File: src/rtl/rst_cause_pkg.sv
// Shared constants for the reset cause controller.
// Assumes flag bit positions equal the source indices used everywhere else.
package rst_cause_pkg;
    localparam int NUM_SRC  = 4;
    localparam int NUM_OUT  = 4;
    localparam int REG_W    = 8;

    // Source indices, also the status flag bit positions.
    localparam int SRC_POR  = 0;
    localparam int SRC_WDT  = 1;
    localparam int SRC_SW   = 2;
    localparam int SRC_EXT  = 3;

    // Reset output domains.
    localparam int OUT_PINS   = 0;
    localparam int OUT_PERIPH = 1;
    localparam int OUT_MMR    = 2;
    localparam int OUT_WDT    = 3;

    // Domains reset by a given source; only power-on reaches the watchdog.
    function automatic logic [NUM_OUT-1:0] src_domains(input int src);
        logic [NUM_OUT-1:0] m;
        m = '1;
        if (src != SRC_POR) m[OUT_WDT] = 1'b0;
        return m;
    endfunction
endpackage

File: src/rtl/rst_cause_regs.sv
// Cause flags and bus decode. Holds the 4-bit cause record, services status
// and clear writes, and reports which sources trigger in this cycle.
// Assumes event inputs are synchronous single-cycle pulses.
module rst_cause_regs
    import rst_cause_pkg::*;
#(
    parameter int               ADDR_W  = 4,
    parameter logic [ADDR_W-1:0] STS_OFF = 'h0,
    parameter logic [ADDR_W-1:0] CLR_OFF = 'h4
) (
    input  logic                clk,
    input  logic                rst_n,
    input  logic                por_evt,
    input  logic                wdt_evt,
    input  logic                ext_evt,
    input  logic                bus_sel,
    input  logic                bus_wr,
    input  logic [ADDR_W-1:0]   bus_addr,
    input  logic [NUM_SRC-1:0]  wr_bits,
    output logic [REG_W-1:0]    rd_data,
    output logic [NUM_SRC-1:0]  trig
);

    logic               sts_wr;
    logic               clr_wr;
    logic               sw_req;
    logic [NUM_SRC-1:0] sts_q;
    logic [NUM_SRC-1:0] sts_d;
    logic [NUM_SRC-1:0] clr_mask;
    logic [NUM_SRC-1:0] set_mask;

    // Decode writes and the software request.
    always_comb begin
        sts_wr = bus_sel && bus_wr && (bus_addr == STS_OFF);
        clr_wr = bus_sel && bus_wr && (bus_addr == CLR_OFF);
        sw_req = (sts_wr && wr_bits[SRC_SW])
              || (clr_wr && sts_q[SRC_SW] && !wr_bits[SRC_SW]);
    end

    // Next flag value: power-on wins, otherwise sets win over clears.
    always_comb begin
        clr_mask          = clr_wr ? wr_bits : '0;
        set_mask          = '0;
        set_mask[SRC_WDT] = wdt_evt;
        set_mask[SRC_SW]  = sw_req;
        set_mask[SRC_EXT] = ext_evt;
        if (por_evt) begin
            sts_d          = '0;
            sts_d[SRC_POR] = 1'b1;
        end else begin
            sts_d = (sts_q & ~clr_mask) | set_mask;
        end
    end

    // Flag register.
    always_ff @(posedge clk) begin
        if (!rst_n) sts_q <= '0;
        else        sts_q <= sts_d;
    end

    // Per-source trigger vector for the pulse stage.
    always_comb begin
        trig          = '0;
        trig[SRC_POR] = por_evt;
        trig[SRC_WDT] = wdt_evt;
        trig[SRC_SW]  = sw_req;
        trig[SRC_EXT] = ext_evt;
    end

    // Read path: flags at the status offset only, upper bits zero.
    always_comb begin
        rd_data = '0;
        if (bus_sel && !bus_wr && (bus_addr == STS_OFF))
            rd_data[NUM_SRC-1:0] = sts_q;
    end

    // power-on leaves only its own flag.
    a_r4_por_exact: assert property (@(posedge clk) disable iff (!rst_n)
        por_evt |=> (sts_q == 4'b0001));

    // a clear of the external flag with no competing set removes it.
    a_r6_clear_ext: assert property (@(posedge clk) disable iff (!rst_n)
        (clr_wr && wr_bits[SRC_EXT] && !ext_evt && !por_evt) |=> !sts_q[SRC_EXT]);

    // a clear that spares the software flag keeps it set.
    a_r7_sw_kept: assert property (@(posedge clk) disable iff (!rst_n)
        (clr_wr && sts_q[SRC_SW] && !wr_bits[SRC_SW] && !por_evt) |=> sts_q[SRC_SW]);

    // a watchdog pulse without power-on sets its flag.
    a_r3_wdt_set: assert property (@(posedge clk) disable iff (!rst_n)
        (wdt_evt && !por_evt) |=> sts_q[SRC_WDT]);

endmodule

File: src/rtl/rst_cause_stretch.sv
// Reset pulse stage. Turns trigger pulses into a pulse of STRETCH cycles on
// the domains named by the per-source table, and tracks memory validity.
// Assumes STRETCH >= 1; a trigger during a pulse restarts it.
module rst_cause_stretch
    import rst_cause_pkg::*;
#(
    parameter int STRETCH = 4
) (
    input  logic                clk,
    input  logic                rst_n,
    input  logic [NUM_SRC-1:0]  trig,
    output logic [NUM_OUT-1:0]  rst_out,
    output logic                mem_valid
);

    localparam int CNT_W = $clog2(STRETCH + 1);

    logic [CNT_W-1:0]   cnt_q;
    logic [NUM_OUT-1:0] mask_q;
    logic [NUM_OUT-1:0] new_mask;
    logic [NUM_OUT-1:0] row [NUM_SRC];
    logic               active;
    logic               any_trig;

    // One table row per source, gated by its trigger.
    for (genvar s = 0; s < NUM_SRC; s++) begin : g_row
        assign row[s] = trig[s] ? src_domains(s) : '0;
    end

    // Merge the table rows of all triggering sources.
    always_comb begin
        new_mask = '0;
        for (int s = 0; s < NUM_SRC; s++) new_mask |= row[s];
        any_trig = |trig;
        active   = (cnt_q != '0);
    end

    // Pulse counter, domain mask and memory validity.
    always_ff @(posedge clk) begin
        if (!rst_n) begin
            cnt_q     <= '0;
            mask_q    <= '0;
            mem_valid <= 1'b0;
        end else if (any_trig) begin
            cnt_q     <= CNT_W'(STRETCH);
            mask_q    <= (active ? mask_q : '0) | new_mask;
            mem_valid <= !trig[SRC_POR];
        end else if (active) begin
            cnt_q     <= cnt_q - CNT_W'(1);
        end
    end

    assign rst_out = active ? mask_q : '0;

    // Checker counter: cycles since the last trigger while a pulse runs.
    logic [CNT_W-1:0] len_q;
    always_ff @(posedge clk) begin
        if (!rst_n)        len_q <= '0;
        else if (any_trig) len_q <= '0;
        else if (active)   len_q <= len_q + CNT_W'(1);
    end

    // a pulse ends exactly STRETCH cycles after its last trigger.
    a_r8_pulse_len: assert property (@(posedge clk) disable iff (!rst_n)
        ($past(rst_out[OUT_MMR]) && !rst_out[OUT_MMR]) |-> (len_q == CNT_W'(STRETCH)));

    // the watchdog reset only starts after a power-on trigger.
    a_r9_wdt_por_only: assert property (@(posedge clk) disable iff (!rst_n)
        $rose(rst_out[OUT_WDT]) |-> $past(trig[SRC_POR]));

    // memory is not valid after power-on.
    a_r10_por_mem: assert property (@(posedge clk) disable iff (!rst_n)
        trig[SRC_POR] |=> !mem_valid);

    // memory stays valid after any other reset.
    a_r10_other_mem: assert property (@(posedge clk) disable iff (!rst_n)
        (|trig && !trig[SRC_POR]) |=> mem_valid);

endmodule

File: src/rtl/rst_cause_ctrl.sv
// Top of the reset cause controller: flag register with bus access feeding
// the reset pulse stage. Assumes inputs are synchronous to clk.
module rst_cause_ctrl
    import rst_cause_pkg::*;
#(
    parameter int ADDR_W  = 4,
    parameter int STRETCH = 4
) (
    input  logic              clk,
    input  logic              rst_n,
    input  logic              por_evt,
    input  logic              wdt_evt,
    input  logic              ext_evt,
    input  logic              bus_sel,
    input  logic              bus_wr,
    input  logic [ADDR_W-1:0] bus_addr,
    input  logic [REG_W-1:0]  bus_wdata,
    output logic [REG_W-1:0]  bus_rdata,
    output logic              rst_pins,
    output logic              rst_periph,
    output logic              rst_mmr,
    output logic              rst_wdt,
    output logic              mem_valid
);

    logic [NUM_SRC-1:0] trig;
    logic [NUM_OUT-1:0] rst_out;
    logic               unused_wdata_hi;

    // Upper data bits carry nothing for this block.
    assign unused_wdata_hi = ^bus_wdata[REG_W-1:NUM_SRC];

    rst_cause_regs #(
        .ADDR_W  (ADDR_W),
        .STS_OFF (ADDR_W'(0)),
        .CLR_OFF (ADDR_W'(4))
    ) u_regs (
        .clk      (clk),
        .rst_n    (rst_n),
        .por_evt  (por_evt),
        .wdt_evt  (wdt_evt),
        .ext_evt  (ext_evt),
        .bus_sel  (bus_sel),
        .bus_wr   (bus_wr),
        .bus_addr (bus_addr),
        .wr_bits  (bus_wdata[NUM_SRC-1:0]),
        .rd_data  (bus_rdata),
        .trig     (trig)
    );

    rst_cause_stretch #(
        .STRETCH (STRETCH)
    ) u_stretch (
        .clk       (clk),
        .rst_n     (rst_n),
        .trig      (trig),
        .rst_out   (rst_out),
        .mem_valid (mem_valid)
    );

    assign rst_pins   = rst_out[OUT_PINS];
    assign rst_periph = rst_out[OUT_PERIPH];
    assign rst_mmr    = rst_out[OUT_MMR];
    assign rst_wdt    = rst_out[OUT_WDT];

    // a software request from the flag stage reaches the register reset.
    a_r7_sw_reaches_mmr: assert property (@(posedge clk) disable iff (!rst_n)
        trig[SRC_SW] |=> rst_mmr);

endmodule

File: config.mk
export PLATFORM = sky130hd
export DESIGN_NAME = rst_cause_ctrl
export DESIGN_NICKNAME = d
export VERILOG_FILES = /design/src/rtl/rst_cause_pkg.sv /design/src/rtl/rst_cause_regs.sv /design/src/rtl/rst_cause_stretch.sv /design/src/rtl/rst_cause_ctrl.sv
export SDC_FILE = /design/constraint.sdc
export NUM_CORES = 1
export LEC_CHECK = 0
export ABC_AREA = 1
export BUFFER_PORTS_ARGS = -buffer_cell sky130_fd_sc_hd__buf_2
export CORE_ASPECT_RATIO = 1.1
export CORE_MARGIN = 10
export CORE_UTILIZATION = 30
export CTS_CLUSTER_DIAMETER = 30
export DETAILED_ROUTE_END_ITERATION = 8
export PLACE_DENSITY = 0.6
export SLEW_MARGIN = 10
export SYNTH_ARGS = -nofsm -noshare
export SYNTH_HDL_FRONTEND = slang
export SYNTH_SLANG_ARGS = --single-unit
File: constraint.sdc
create_clock -name clk -period 1.79 [get_ports clk]
set_clock_uncertainty 0.1 [all_clocks]
set_input_delay 0.358 -clock clk [delete_from_list [all_inputs] [get_ports clk]]
set_output_delay 0.358 -clock clk [all_outputs]
set_load 0.02 [all_outputs]
# After elaboration in Yosys (flattened, before gate mapping)
# Cells that the tools add are included.
[word_totals] ff_bits=12 inputBits=19 output_inout_bits=13 word_cells=44
[op_classes] add_sub_neg=1 n_eq_ne=1 n_mux=10 n_bitwise=8 n_reduce_logical=18
[ops] operator="OR 4 bit" n=5
[ops] operator="two-way mux 4 bit" n=4
[ops] operator="two-way mux 3 bit" n=5
[ops] operator="logical AND 1 bit" n=8
[ops] operator="OR reduction 5 bit" n=1
[ops] operator="bitwise AND 4 bit" n=1
[ops] operator="== test 4 x 3 -> 1 bit, second input constant" n=1
[ops] operator="logical NOT 4 bit" n=1
[ops] operator="inverter 4 bit" n=1
[ops] operator="OR reduction 4 bit" n=1
[ops] operator="logical NOT 1 bit" n=3
[ops] operator="nonzero test 3 bit" n=1
[ops] operator="subtractor 3 x 1 -> 3 bit, second input constant" n=1
[ops] operator="nonzero test 2 bit" n=1
[ops] operator="OR reduction 2 bit" n=1
[ops] operator="logical OR 1 bit" n=1
[ops] operator="two-way mux 1 bit" n=1
[ops] operator="inverter 1 bit" n=1

# Depth between registers and ports, before layout
[logic_depth] word_depth=9 depth_mapped=7 ltp_nobuf=7

# Cells and area by module
# Synthesis repeated with hierarchy kept, for this count alone.
[unflattened] cells_unflattened=109 area_unflattened_um2=723.2
[modules_own_cells] module="rst_cause_stretch" n_inst=1 cells_per_inst=56 area_per_inst_um2=394.1 seq_area_each_um2=160.2
[modules_own_cells] module="rst_cause_regs" n_inst=1 cells_per_inst=53 area_per_inst_um2=329.1 seq_area_each_um2=80.1

# Worst setup path after synthesis
# OpenSTA, ideal clock, no wires.
[synth_path] path_kind="input -> output" from="in bus_addr[1]" to="out bus_rdata[0]" arrival_ns=1.241 t_required_ns=1.332 setup_slack_ns=0.091 path_stages=4 n_path_buf=0 cell_sequence="nor2_2 -> nand2_2 -> or3b_4 -> nor2_1"
[synth_between] elab_chain_len=3
[synth_rtl] element="from (decl)" line="rst_cause_ctrl.sv:16" source="input logic [ADDR_W-1:0] bus_addr,"
[synth_rtl] element="logical NOT 4 bit" line="rst_cause_regs.sv:73" source="if (bus_sel && !bus_wr && (bus_addr == STS_OFF))"
[synth_rtl] element="logical AND 1 bit" line="rst_cause_regs.sv:73"
[synth_rtl] element="two-way mux 4 bit" line="rst_cause_regs.sv:73"
[synth_rtl] element="to (decl)" line="rst_cause_ctrl.sv:18" source="output logic [REG_W-1:0] bus_rdata,"
# Every way passes these cells.

# Worst setup path in the final report
[layout_path] from="in bus_addr[1]" to="out bus_rdata[3]"
# The elaborated chain is that of the path after synthesis.

==> flow_summary.yaml <==
status:
  outcome: "finished clean"
timing:
  fmax_mhz: 569.5
  finalCritPeriodShare_pct: 98.10
  setup_viol: 0
  finalSetupTns_ns: 0
  fin_crit_ns: 1.756
  finalHoldViolCount: 0
  slew_violations: 0
  rsz0062_at_grt: "true"
worst_setup_path:
  path_max_fanout: 4
  rr_startpoint: "u_stretch.cnt_q[0]"
  critPathKind: "in2out"
  worst-endpoint-arrival_ns: 1.30
  regToRegSetupSlack_ns: 0.42
  critPathLaunchType: "input port"
  required_ns: 1.33
  worstSetupEndpointType: "primary output"
  reg2regPathDepth: 8
  timing.rr.end: "u_stretch.mask_q[3]"
clocking:
  cts.htree.levels: 1
  path_clk_slew_ns: 0.08
  numCtsBuffers: 3
  cts_tree: "done"
  clk_latency_ns: 0.27
  root_buffer: "clkbuf_4"
  holdBufCountCts: 0
  post_cts.repair.setup_buffers: 0
  cts_buffer_depth: 2
  cts.sinks: 12
floorplan:
  die-width_um: 64.23
  die-area_mm2: 0.004410
  die_height_um: 68.66
  fp-row-count: 17
  initial_core_util_pct: 31.95
  coreArea_mm2: 0.002021
  ios: 32
logic_synthesis:
  yosysUniqueCellTypes: 18
  seq_area_frac_synth_pct: 37.21
  netlist_area_um2: 645.6
  synth_area_leaders: "dfxtp_1 (37%), inv_1 (14%), nor2_1 (7.6%)"
  avgSynthCellArea_um2: 6.868
  yosysTopAreaCell: "dfxtp_1"
  syn_inst: 94
  synth_top_area_share_pct: 37.21
  ys_ff_latch: 12
  ys_warn_count: 0
layout:
  final_cell_mix: "inv_1 (24), buf_2 (16), dfxtp_1 (12), buf_4 (10)"
  fin_cells: 151
  finish.net_count: 145
  area_growth_pct: 35.27
  layout_commonest_cell: "inv_1"
  final_util_pct: 43.22
  design_area_um2: 873.3
  drive_above_1_share_pct: 33.33
  diodes: 0
power:
  ir_worst_vdd_mv: 0.3776
  power.leakage_uw: 0.0004507
  power_uw: 611.7
  p_per_area_mw_per_mm2: 700.4
run:
  max_cap_viol_count: 0
global_routing:
  overflow: 0
  grt_pass1_wl_mm: 2.408
  grt_pass1_vias: 556
  antenna_found_initial: 0
  grt_max_degree: 9
  grt_usage_pct: 6.761
place:
  dpl-instance-area_um2: 799.5
  place.gp.congestion: 0.7759
  placedCellCount: 147
  io_buffers: 23
  dp_hpwl_mm: 1.248
worst_hold_path:
  whs_path_depth: 3
  holdCritStartpoint: "ext_evt"
  worst_hold_path.endpoint: "u_regs.sts_q[3]"
  min_path_type: "in2reg"
drt:
  ant_nets: 0
  drcViolationCount: 0
  wire_per_inst_um: 9.735
  wl_mm: 1.470
  viasPerCell: 4.172
  dr.pass1.iters: 4
  drt_iter0_drc: 24
  dr_total_vias: 630
[state kept, by name (all words and copies together) (netlist names)]
name and flops:
u_stretch.mask_q 4, u_stretch.cnt_q 3, u_stretch.mem_valid 1, u_regs.sts_q 4
[final cells by class]
cell class,count,area (um2)
Fill cell,212,1147
Tap cell,28,35.03
Clock buffer,4,36.28
Timing Repair Buffer,26,155.1
Multi-Input combinational cell,57,316.6
Sequential cell,12,240.2
Inverter,24,90.09
[synth_stat cells]
master	instances
o21ai_0	9
xor2_1	1
buf_4	4
conb_1	1
xnor2_1	1
nand2_1	6
nand3_1	5
nand4_1	1
nor2_2	4
nand2_2	2
nor3b_1	1
nor2_1	13
inv_1	24
or3b_4	1
nor3_1	1
dfxtp_1	12
a21oi_1	6
ha_1	2
[worst max-delay path by stage]
stage,start,to,slack (ns),cells after the start
after floorplan,bus_addr[1],bus_rdata[0],0.09,4
after global placement,bus_addr[1],bus_rdata[3],0.02,6
after detailed placement,bus_addr[1],bus_rdata[2],0.004,6
after CTS,bus_addr[1],bus_rdata[3],0.002,6
after global routing,bus_addr[3],bus_rdata[3],-0.002,6
final,bus_addr[1],bus_rdata[3],0.03,6
[report_power, final]
| part | total (uW) | leakage (uW) | switching (uW) | internal [uW] |
|---|---|---|---|---|
| registers | 288 | 0.0000995 | 7.35 | 281 |
| clock network | 218 | 0.0000210 | 94.2 | 124 |
| logic | 106 | 0.000330 | 62.3 | 43.5 |
| total | 612 | 0.000451 | 164 | 448 |
[metrics by stage]
stage               setup slack, ns  hold slack (ns)
detailed placement         0.004097           0.3609
global placement            0.02347           0.3552
CTS                        0.001599           0.2355
global route              -0.001539           0.2417
finish                      0.03396           0.2417
floorplan                   0.09138           0.3434
[layer usage]
metal | part of all wire (%) | vias to the layer above | GRT usage [%]
li1 | - | 335 | -
met1 | 41 | 275 | 6.998
met2 | 48 | 18 | 11.44
met3 | 10 | 2 | 3.382
met4 | 0.75 | 0 | 3.209
met5 | 0 | - | 0
[logic make-up after synthesis]
kind of cell / count (synthesis) / share of synthesized area (%)
flip-flops: 12 / 37.21
XOR/XNOR: 2 / 2.714
AO/OA/AOI/OAI: 15 / 11.63
buffers and inverters: 28 / 18.61
adder cells (fa/ha/maj): 2 / 3.875
AND/OR/NAND/NOR: 34 / 25.39
other: 1 / 0.5808
[critical path, cell delays in order]
cell	delay, ns
buf_2	0.11
nor2_4	0.11
nand2_2	0.06
or3b_4	0.41
nor2_1	0.10
buf_4	0.14
[what timing repair did]
action                     4_1_cts  5_1_grt
gates resized for setup          1       12
hold endpoints to repair         0        0
setup endpoints to repair        1        8
No activity file was read; power rests on OpenSTA's default activity.
